**src/rtl/chopper_pkg.sv**
```systemverilog
// Shared encodings for the fixed off-time chopper.
// Assumes a 2-bit bridge code and a 2-bit decay-mode select.
package chopper_pkg;

    // Bridge output states (R10 encoding)
    typedef enum logic [1:0] {
        BR_OFF   = 2'b00,
        BR_DRIVE = 2'b01,
        BR_FAST  = 2'b10,
        BR_SLOW  = 2'b11
    } bridge_t;

    // Decay-mode select codes (R10 encoding); 11 behaves as slow
    typedef enum logic [1:0] {
        DK_SLOW  = 2'b00,
        DK_MIXED = 2'b01,
        DK_FASTM = 2'b10,
        DK_RSVD  = 2'b11
    } decay_t;

endpackage

```
**src/rtl/chop_decay_plan.sv**
```systemverilog
// Decides, at the edge that accepts a trip, how long the off period runs
// and how many of its cycles use fast decay.
// Assumes durations are unsigned cycle counts; an off length of zero is
// treated as one cycle. Purely combinational.
module chop_decay_plan #(
    parameter int DUR_W = 12
) (
    input  logic             falling_i,
    input  logic [1:0]       sel_i,
    input  logic [DUR_W-1:0] off_len_i,
    input  logic [DUR_W-1:0] fast_len_i,
    output logic [DUR_W-1:0] span_o,
    output logic [DUR_W-1:0] fast_o
);
    import chopper_pkg::*;

    localparam logic [DUR_W-1:0] ONE = {{(DUR_W-1){1'b0}}, 1'b1};

    // Off length with a floor of one cycle
    always_comb begin
        span_o = (off_len_i == '0) ? ONE : off_len_i;
    end

    // Fast-decay cycle count from mode, falling flag and clamp
    always_comb begin
        fast_o = '0;
        if (falling_i) begin
            case (sel_i)
                DK_MIXED: fast_o = (fast_len_i > span_o) ? span_o : fast_len_i;
                DK_FASTM: fast_o = span_o;
                default:  fast_o = '0;
            endcase
        end
    end

endmodule

```
**src/rtl/chop_blank_timer.sv**
```systemverilog
// Blanking window counter: loaded whenever the bridge enters drive,
// counts down during drive, and reports busy while trips are masked.
// Assumes load and clear are never needed in the same cycle as a tick
// to mean anything other than their priority order (clear, load, tick).
module chop_blank_timer #(
    parameter int DUR_W = 12
) (
    input  logic             clk,
    input  logic             rst_n,
    input  logic             clear_i,
    input  logic             load_i,
    input  logic [DUR_W-1:0] len_i,
    input  logic             tick_i,
    output logic             busy_o
);
    logic [DUR_W-1:0] left_q;

    // Remaining masked drive cycles
    always_ff @(posedge clk) begin
        if (!rst_n) begin
            left_q <= '0;
        end else if (clear_i) begin
            left_q <= '0;
        end else if (load_i) begin
            left_q <= len_i;
        end else if (tick_i && left_q != '0) begin
            left_q <= left_q - 1'b1;
        end
    end

    // Trips are masked while cycles remain
    always_comb begin
        busy_o = (left_q != '0);
    end

endmodule

```
**src/rtl/chop_off_timer.sv**
```systemverilog
// One-shot off-time timer with a nested fast-decay counter.
// Both counts are captured on start and hold "cycles left after this one".
// Assumes span_i >= 1 and fast_i <= span_i.
module chop_off_timer #(
    parameter int DUR_W = 12
) (
    input  logic             clk,
    input  logic             rst_n,
    input  logic             clear_i,
    input  logic             start_i,
    input  logic [DUR_W-1:0] span_i,
    input  logic [DUR_W-1:0] fast_i,
    input  logic             adv_i,
    output logic             last_o,
    output logic             fast_last_o
);
    logic [DUR_W-1:0] off_left_q;
    logic [DUR_W-1:0] fast_left_q;

    // Off-period countdown
    always_ff @(posedge clk) begin
        if (!rst_n) begin
            off_left_q <= '0;
        end else if (clear_i) begin
            off_left_q <= '0;
        end else if (start_i) begin
            off_left_q <= span_i - 1'b1;
        end else if (adv_i && off_left_q != '0) begin
            off_left_q <= off_left_q - 1'b1;
        end
    end

    // Fast-decay portion countdown
    always_ff @(posedge clk) begin
        if (!rst_n) begin
            fast_left_q <= '0;
        end else if (clear_i) begin
            fast_left_q <= '0;
        end else if (start_i) begin
            fast_left_q <= (fast_i == '0) ? '0 : fast_i - 1'b1;
        end else if (adv_i && fast_left_q != '0) begin
            fast_left_q <= fast_left_q - 1'b1;
        end
    end

    // Final-cycle indications
    always_comb begin
        last_o      = (off_left_q == '0);
        fast_last_o = (fast_left_q == '0);
    end

endmodule

```
**src/rtl/fixed_off_chopper.sv**
```systemverilog
// Fixed off-time PWM current chopper for one full bridge.
// Registers the bridge state; a trip accepted at an edge changes bridge_o
// one cycle later. Reset models undervoltage lockout. Assumes trip_i is
// already synchronous to clk.
module fixed_off_chopper #(
    parameter int DUR_W = 12
) (
    input  logic             clk,
    input  logic             rst_n,
    input  logic             trip_i,
    input  logic             step_evt_i,
    input  logic             step_down_i,
    input  logic [1:0]       decay_sel_i,
    input  logic [DUR_W-1:0] off_len_i,
    input  logic [DUR_W-1:0] blank_len_i,
    input  logic [DUR_W-1:0] fast_len_i,
    input  logic             en_n_i,
    input  logic             fault_i,
    output logic [1:0]       bridge_o,
    output logic             home_o
);
    import chopper_pkg::*;

    bridge_t          st_q;
    logic             falling_q;
    logic             home_q;
    logic             hold;
    logic             in_off;
    logic             blank_busy;
    logic             chop_start;
    logic             off_last;
    logic             fast_last;
    logic             blank_load;
    logic [DUR_W-1:0] plan_span;
    logic [DUR_W-1:0] plan_fast;

    // Forced-off request and phase decode
    always_comb begin
        hold       = en_n_i | fault_i;
        in_off     = (st_q == BR_FAST) || (st_q == BR_SLOW);
        chop_start = !hold && (st_q == BR_DRIVE) && !blank_busy && trip_i;
        blank_load = !hold && ((st_q == BR_OFF) || (in_off && off_last));
    end

    chop_decay_plan #(.DUR_W(DUR_W)) u_plan (
        .falling_i  (falling_q),
        .sel_i      (decay_sel_i),
        .off_len_i  (off_len_i),
        .fast_len_i (fast_len_i),
        .span_o     (plan_span),
        .fast_o     (plan_fast)
    );

    chop_blank_timer #(.DUR_W(DUR_W)) u_blank (
        .clk     (clk),
        .rst_n   (rst_n),
        .clear_i (hold),
        .load_i  (blank_load),
        .len_i   (blank_len_i),
        .tick_i  (st_q == BR_DRIVE),
        .busy_o  (blank_busy)
    );

    chop_off_timer #(.DUR_W(DUR_W)) u_off (
        .clk         (clk),
        .rst_n       (rst_n),
        .clear_i     (hold),
        .start_i     (chop_start),
        .span_i      (plan_span),
        .fast_i      (plan_fast),
        .adv_i       (in_off),
        .last_o      (off_last),
        .fast_last_o (fast_last)
    );

    // Bridge state sequencing
    always_ff @(posedge clk) begin
        if (!rst_n) begin
            st_q <= BR_OFF;
        end else if (hold) begin
            st_q <= BR_OFF;
        end else begin
            case (st_q)
                BR_OFF:   st_q <= BR_DRIVE;
                BR_DRIVE: if (chop_start) st_q <= (plan_fast != '0) ? BR_FAST : BR_SLOW;
                BR_FAST: begin
                    if (off_last)       st_q <= BR_DRIVE;
                    else if (fast_last) st_q <= BR_SLOW;
                end
                BR_SLOW:  if (off_last) st_q <= BR_DRIVE;
                default:  st_q <= BR_OFF;
            endcase
        end
    end

    // Falling-current flag and home indication from step events
    always_ff @(posedge clk) begin
        if (!rst_n) begin
            falling_q <= 1'b0;
            home_q    <= 1'b1;
        end else if (step_evt_i) begin
            falling_q <= step_down_i;
            home_q    <= 1'b0;
        end
    end

    // Output mapping
    always_comb begin
        bridge_o = st_q;
        home_o   = home_q;
    end

endmodule

```
**config.mk**
```make
export PLATFORM = sky130hd
export DESIGN_NAME = fixed_off_chopper
export DESIGN_NICKNAME = d
export VERILOG_FILES = /design/src/rtl/chopper_pkg.sv /design/src/rtl/chop_decay_plan.sv /design/src/rtl/chop_blank_timer.sv /design/src/rtl/chop_off_timer.sv /design/src/rtl/fixed_off_chopper.sv
export SDC_FILE = /design/constraint.sdc
export NUM_CORES = 1
export LEC_CHECK = 0
export BUFFER_PORTS_ARGS = -buffer_cell sky130_fd_sc_hd__buf_2
export CAP_MARGIN = 25
export CORE_UTILIZATION = 63
export DETAILED_ROUTE_END_ITERATION = 12
export PLACE_DENSITY = 0.9
export SYNTH_ARGS = -nofsm -noshare
export SYNTH_HDL_FRONTEND = slang
export SYNTH_SLANG_ARGS = --single-unit
export TNS_END_PERCENT = 100
```
**constraint.sdc**
```tcl
create_clock -name clk -period 13.1 [get_ports clk]
set_input_delay 3.275 -clock clk [delete_from_list [all_inputs] [get_ports clk]]
set_output_delay 3.275 -clock clk [all_outputs]
set_load 0.01 [all_outputs]
```
==> impl_metrics.py, run 1 <==
metrics = {
    "outcome": {
        "status": "finished clean",
    },
    "sta": {
        "fin_worst_skew_ps": 6.336,
        "period_share_pct": 52.25,
        "max_slew_margin_pct": 46.80,
        "setup_viol": 0,
        "setup-tns-final_ps": 0,
        "slew_violations": 0,
        "finalWorstSetupSlack_ps": 6255,
        "finalHoldViolations": 0,
        "worstMarginPinSlew_ps": 795.0,
        "fmax_ghz": 0.1461,
        "period_minus_slack_ps": 6845,
        "rsz0062_at_grt": "no",
        "whs_ps": 479.3,
    },
    "power_and_ir_drop": {
        "ir_worst_vdd_v": 0.00004849,
        "internal-power_uw": 206.1,
        "leakage_nw": 1.460,
        "net-switching-power_uw": 78.13,
        "p_clk_share_pct": 38.3,
        "seq_power_share_pct": 43.7,
        "switching_share_pct": 27.49,
        "pwr_density_cell_mw_per_mm2": 76.75,
        "p_comb_share_pct": 18.0,
    },
    "setup_path": {
        "start_kind": "input pin",
        "reg2reg_slack_ps": 9660,
        "required_ps": 13340,
        "worstPathMaxFanout": 14,
        "arrival_ps": 7080,
        "criticalPathCategory": "input pin to flip-flop",
        "worstPathCellList": "buf_2 -> nor4_1 -> a41oi_1 -> inv_1 -> ha_1 -> nand4_1 -> nor3_1 -> or2_2 -> a31oi_1 -> or2_1 -> a22oi_1 -> ha_1 -> o221ai_1 -> o31ai_2 -> or4_1 -> a21oi_1",
        "reg2reg_from": "u_blank.left_q[5]",
        "cp_slowest_stage_delay_ps": 540,
        "rr_worst_depth": 10,
        "cpMaxStageDelayCell": "or4_1",
        "timing.critical_path.mode_cell": "ha_1",
        "r2r_end": "u_off.off_left_q[10]",
        "setup.worst_path.end_class": "flip-flop",
    },
    "logic_synthesis": {
        "netlist-cell-type-count": 63,
        "synth-main-ff-cell": "dfxtp_1",
        "synth_area_mm2": 0.003312,
        "yosysTopAreaCell": "dfxtp_1",
        "synth_area_leaders": "dfxtp_1, ha_1, xnor2_1, nor2_1, a211oi_2",
        "synth_edf_count": 0,
        "avgSynthCellArea_um2": 7.848,
        "syn_inst": 422,
        "yosysMostFrequentCell": "nor2_1",
        "synth_warnings": 0,
        "synthTopCellsByCount": "nor2_1, dfxtp_1, xnor2_1",
        "ys_ff_latch": 40,
        "synth.net_count": 489,
        "synth_top_area_share_pct": 24.18,
        "synth.yosys.seq_area_share_pct": 24.18,
        "async_reset_ff_share_pct": 0,
    },
    "floorplan": {
        "start_util_pct": 65.26,
        "die_y_um": 74.51,
        "rows": 26,
        "fp.dieW_um": 74.51,
        "die_area_mm2": 0.005551,
        "ios": 48,
        "coreArea_mm2": 0.005075,
    },
    "hold_path": {
        "min_delay_path_depth": 2,
        "hold_path.class": "flip-flop to flip-flop",
        "worstHoldStart": "home_o",
        "whs_endpoint": "home_o",
    },
    "detailed_routing": {
        "wl_per_cell_um": 15.82,
        "vias": 3296,
        "viasPerCell": 6.207,
        "antenna_left": 0,
        "drc": 0,
        "drt-initial-drc-count": 202,
        "wl_um": 8402,
        "drt_first_pass_iters": 5,
    },
    "place": {
        "place.port_buffers": 47,
        "dpl.hpwl_um": 6448,
        "place_congestion": 0.9467,
        "pre_cts_ws_ps": 6069,
    },
    "grt": {
        "grt_max_degree": 34,
        "antenna_found_initial": 0,
        "grtUsageTotal_pct": 31.94,
        "grt_pass1_wl_um": 13670,
        "grt_pass1_vias": 3021,
        "grt_overflow_total": 0,
    },
    "job": {
        "max_cap_viol_count": 0,
    },
    "clock_tree": {
        "tritoncts": "built",
        "ctsLongestPathBuffers": 2,
        "postCtsHoldBufs": 0,
        "cts.htree.levels": 2,
        "post_cts_buffers": 0,
        "cts_buffers": 5,
        "cts_root_buf": "clkbuf_8",
        "cts.sinks": 40,
        "clock_latency_ps": 300,
        "cts-resized-gates": 0,
        "clkTransAtPathRegs_ps": 80,
    },
    "finish": {
        "seq_area_um2": 800.8,
        "area_delta_synth_final_pct": 11.82,
        "fin_nets": 527,
        "antenna_cells": 0,
        "nFillCells": 436,
        "drive_gt1_share_pct": 17.35,
        "multi_input_area_mm2": 0.002326,
    },
}
==> worst max-delay path: cells and delay by family <==
family                     cells  cell delay (ps)
AOI/OAI and AO/OA              6             1190
adders and majority gates      2              480
buffers and inverters          2              270
and+or+nand+nor                6             1860
==> state kept, by name, summed over array words and instances (netlist names) <==
signal and flops:
u_off.fast_left_q 12, bridge_o 2, falling_q 1, home_o 1
u_blank.left_q 12, u_off.off_left_q 12
==> cells by family after synthesis <==
group / synth area share, %
DFF: 24.18
xor gates and xnor gates: 11.11
and+or+nand+nor: 23.35
adders and majority gates: 8.311
buffers and inverters: 5.591
AOI/OAI and AO/OA: 26.26
muxes: 1.209
==> final cells by class <==
cell class	count	share of cell area (%)
inverters	24	2.432
well taps	70	2.365
flip-flops and latches	40	21.62
clock buffers	6	2.230
repair buffers	50	7.500
clock inverters	2	1.047
multi-input cells	339	62.80
==> through the flow <==
step	total power, mW	instance area (um2)	std cells	util [%]
2_1_floorplan	0.1597	3312	422	-
3_3_place_gp	0.1750	3555	522	70.04
3_5_place_dp	0.1773	3582	523	70.59
4_1_cts	0.2843	3704	531	72.98
5_1_grt	0.2956	3704	531	72.98
6_report	0.2842	3704	531	72.98
==> power by group through the flow <==
stage,Sequential [mW],Clock (mW),Combinational [mW]
2_1_floorplan,0.127,0,0.0327
3_3_place_gp,0.127,0,0.0480
6_report,0.124,0.109,0.0512
5_1_grt,0.124,0.114,0.0567
3_5_place_dp,0.127,0,0.0502
4_1_cts,0.124,0.109,0.0506
==> cells in the final DEF (no fill, tap or decap), drive strengths merged, types with 7 or more instances in the layout <==
| cell type | count |
|---|---|
| a22oi | 8 |
| xnor2 | 31 |
| nand3 | 7 |
| o21ai | 20 |
| xor2 | 11 |
| nor4 | 14 |
| ha | 22 |
| or3 | 9 |
| a21oi | 24 |
| nor2 | 50 |
| buf | 50 |
| dfxtp | 40 |
| inv | 24 |
| nor3 | 20 |
| nand2 | 26 |
| a211oi | 18 |
==> worst max-delay path by stage <==
stage                            start                   end  slack (ps)  cells after the start
final                     off_len_i[4]  u_off.fast_left_q[7]        6250                     16
after global routing      off_len_i[7]  u_off.fast_left_q[4]        5880                     16
after CTS                 off_len_i[4]  u_off.fast_left_q[7]        6390                     16
after detailed placement  off_len_i[4]  u_off.fast_left_q[7]        6070                     16
after global placement    off_len_i[7]  u_off.fast_left_q[7]        6190                     16
after floorplan           off_len_i[3]  u_off.fast_left_q[7]        6380                     18
==> layer usage <==
layer | vias up | routed length [um] | GRT usage [%]
met5 | - | 0 | 0
met4 | 0 | 179 | 10.69
met3 | 18 | 538 | 4.472
met2 | 122 | 3970 | 52.65
met1 | 1531 | 3714 | 42.81
li1 | 1625 | - | -
(Power assumes the default switching activity.)
==> inputs of run 2 (changes only) <==
ABC_AREA = 1   (was unset)
CORE_UTILIZATION = 53   (was 63)
PLACE_DENSITY = 0.8   (was 0.9)
clock period = 5.95 ns   (was 13.1 ns; I/O delays follow)
==> run 2 against run 1 <==
  * Critical path depth up 8
  * First-iteration DRC count rose by 38%
  * Non-clock buffer count shrank 2
  * Register-to-register slack got worse by 6600 ps
  * Synthesized cell count increased by 36%
  * Critical path type unchanged
  * Worst hold slack got worse by 13 ps
  * Critical endpoint is now u_off.fast_left_q[2]
  * Clock power is 140% higher
  * Combinational power increased to 2.9 times the previous value
  * Flip-flop and latch count unchanged
==> impl_metrics.py, run 2 <==
metrics = {
    "floorplan": {
        "die_y_um": 84.00,
        "rows": 29,
        "die_area_mm2": 0.007055,
        "start_util_pct": 55.48,
        "coreArea_mm2": 0.006422,
        "fp.dieW_um": 84.00,
        "ios": 48,
    },
    "detailed_routing": {
        "drt-initial-drc-count": 279,
        "viasPerCell": 5.551,
        "drc": 0,
        "wl_um": 8889,
        "antenna_left": 0,
        "wl_per_cell_um": 12.92,
        "vias": 3819,
        "drt_first_pass_iters": 5,
    },
    "setup_path": {
        "cp_slowest_stage_delay_ps": 490,
        "worstPathMaxFanout": 12,
        "cpMaxStageDelayCell": "o21ai_0",
        "arrival_ps": 4500,
        "worstPathCellList": "buf_2 -> inv_1 -> nand4_1 -> o21ai_0 -> ha_1 -> inv_1 -> nand2_1 -> nand2_1 -> nand2_1 -> nand2_1 -> nand2_1 -> nand3_4 -> nand2_2 -> nand2_1 -> nand3_1 -> nand2_1 -> nand2_2 -> nand2_1 -> nor2_1 -> nand3_1 -> nand2_1 -> inv_2 -> o21ai_0 -> a21oi_1",
        "timing.critical_path.mode_cell": "nand2_1",
        "start_kind": "input pin",
        "criticalPathCategory": "input pin to flip-flop",
        "required_ps": 6120,
        "setup.worst_path.end_class": "flip-flop",
    },
    "clock_tree": {
        "ctsLongestPathBuffers": 2,
        "cts.htree.levels": 2,
        "clkTransAtPathRegs_ps": 80,
        "tritoncts": "built",
        "clock_latency_ps": 290,
        "cts_buffers": 5,
        "cts.sinks": 40,
        "postCtsHoldBufs": 0,
        "cts-resized-gates": 0,
        "post_cts_buffers": 0,
        "cts_root_buf": "clkbuf_8",
    },
    "logic_synthesis": {
        "synth-main-ff-cell": "dfxtp_1",
        "syn_inst": 573,
        "synth.yosys.seq_area_share_pct": 22.47,
        "synthTopCellsByCount": "nand2_1, inv_1, o21ai_0",
        "async_reset_ff_share_pct": 0,
        "yosysTopAreaCell": "dfxtp_1",
        "avgSynthCellArea_um2": 6.219,
        "synth.net_count": 640,
        "ys_ff_latch": 40,
        "yosysMostFrequentCell": "nand2_1",
        "synth_warnings": 0,
        "synth_edf_count": 0,
        "synth_area_mm2": 0.003563,
        "synth_top_area_share_pct": 22.47,
        "netlist-cell-type-count": 44,
        "synth_area_leaders": "dfxtp_1, nand2_1, inv_1, o21ai_0, ha_1",
    },
    "sta": {
        "setup-tns-final_ps": 0,
        "slew_violations": 0,
        "rsz0062_at_grt": "no",
        "fin_worst_skew_ps": 7.910,
        "period_share_pct": 72.71,
        "fmax_ghz": 0.2311,
        "max_slew_margin_pct": 54.93,
        "worstMarginPinSlew_ps": 673.5,
        "period_minus_slack_ps": 4326,
        "setup_viol": 0,
        "finalHoldViolations": 0,
        "whs_ps": 466.7,
    },
    "power_and_ir_drop": {
        "ir_worst_vdd_v": 0.0001033,
        "fin_total_pwr_uw": 685.2,
        "leakage_nw": 2.115,
        "pwr_density_cell_mw_per_mm2": 173.9,
    },
    "job": {
        "max_cap_viol_count": 0,
    },
    "grt": {
        "grt_max_degree": 35,
        "grt_pass1_wl_um": 14970,
        "grt_overflow_total": 0,
        "antenna_found_initial": 0,
        "grt_pass1_vias": 3514,
        "grtUsageTotal_pct": 25.67,
    },
    "place": {
        "dpl.hpwl_um": 6882,
        "place.port_buffers": 47,
        "place_congestion": 0.8946,
        "place_area_mm2": 0.003812,
    },
    "finish": {
        "drive_gt1_share_pct": 14.24,
        "design_area_mm2": 0.003941,
        "layout_commonest_cell": "nand2_1",
        "fin_nets": 678,
        "nFillCells": 594,
        "mostFrequentLayoutCells": "nand2_1, inv_1, o21ai_0, buf_2, nor2_1",
        "area_delta_synth_final_pct": 10.60,
        "largestRegisters": "u_blank.left_q: 12 flops, u_off.fast_left_q: 12 flops, u_off.off_left_q: 12 flops",
        "antenna_cells": 0,
    },
    "hold_path": {
        "hold_path.class": "flip-flop to flip-flop",
    },
    "outcome": {
        "status": "finished clean",
    },
}
-- run 2: changes by cell type in the layout (fill, tap and decap cells not counted), sizes merged, moves of 9 or more --
cell	delta
inv	+63
xnor2	-23
a21oi	+9
o21ai	+49
a211oi	-17
nor4	-10
nor3	-13
nand2	+117
nand3	+36
-- run 2: layer usage --
metal  up-vias  GRT usage (%)  part of all wire (%)
li1       1949              -                     -
met1      1728          32.61                    46
met2       122          43.74                    47
met3        20          4.649                   5.1
met4         0          8.307                   2.0
met5         -              0                     0
-- run 2: logic make-up (layout without fill, tap and decap cells) --
family	count (synthesis)	in the layout	synth area share, %
AND/OR/NAND/NOR	262	262	33.46
AO/OA/AOI/OAI	126	126	20.08
buffers and inverters	105	143	11.83
flip-flops	40	40	22.47
adder cells (fa/ha/maj)	22	22	7.725
XOR/XNOR	18	18	4.424
-- run 2: through the flow --
| stage | worst slack, ps | instances | util [%] |
|---|---|---|---|
| 2_1_floorplan | 2046 | 573 | - |
| 3_3_place_gp | 1420 | 681 | 59.36 |
| 3_5_place_dp | 1379 | 681 | 59.36 |
| 4_1_cts | 1670 | 688 | 61.37 |
| 5_1_grt | 1277 | 688 | 61.37 |
| 6_report | 1624 | 688 | 61.37 |
-- run 2: critical path, delay by kind of cell --
kind                       cells  cell delay (ps)
and+or+nand+nor               16             1560
AOI/OAI and AO/OA              3              770
buffers and inverters          4              410
adders and majority gates      1              260
-- run 2: final cells by class --
class | count | area, um2 | share of cell area (%)
clock buffers | 5 | 68.82 | 1.746
inverters | 88 | 331.6 | 8.413
clock inverters | 2 | 60.06 | 1.524
repair buffers | 48 | 242.7 | 6.159
well taps | 77 | 96.34 | 2.444
multi-input cells | 428 | 2341 | 59.40
flip-flops and latches | 40 | 800.8 | 20.32
-- run 2: worst paths after layout --
kind / startpoint / endpoint / slack (ps) / depth (start not counted)
max: off_len_i[5] / u_off.fast_left_q[2] / 1620 / 24
max reg2reg: u_blank.left_q[0] / u_off.off_left_q[10] / 3020 / 18
min reg2reg: home_o / home_o / 470 / 2
min: home_o / home_o / 470 / 2
-- run 2: power by group --
| group | internal [mW] | switching, mW |
|---|---|---|
| logic | 0.0541 | 0.0943 |
| registers | 0.271 | 0.00302 |
| clock network | 0.165 | 0.0977 |
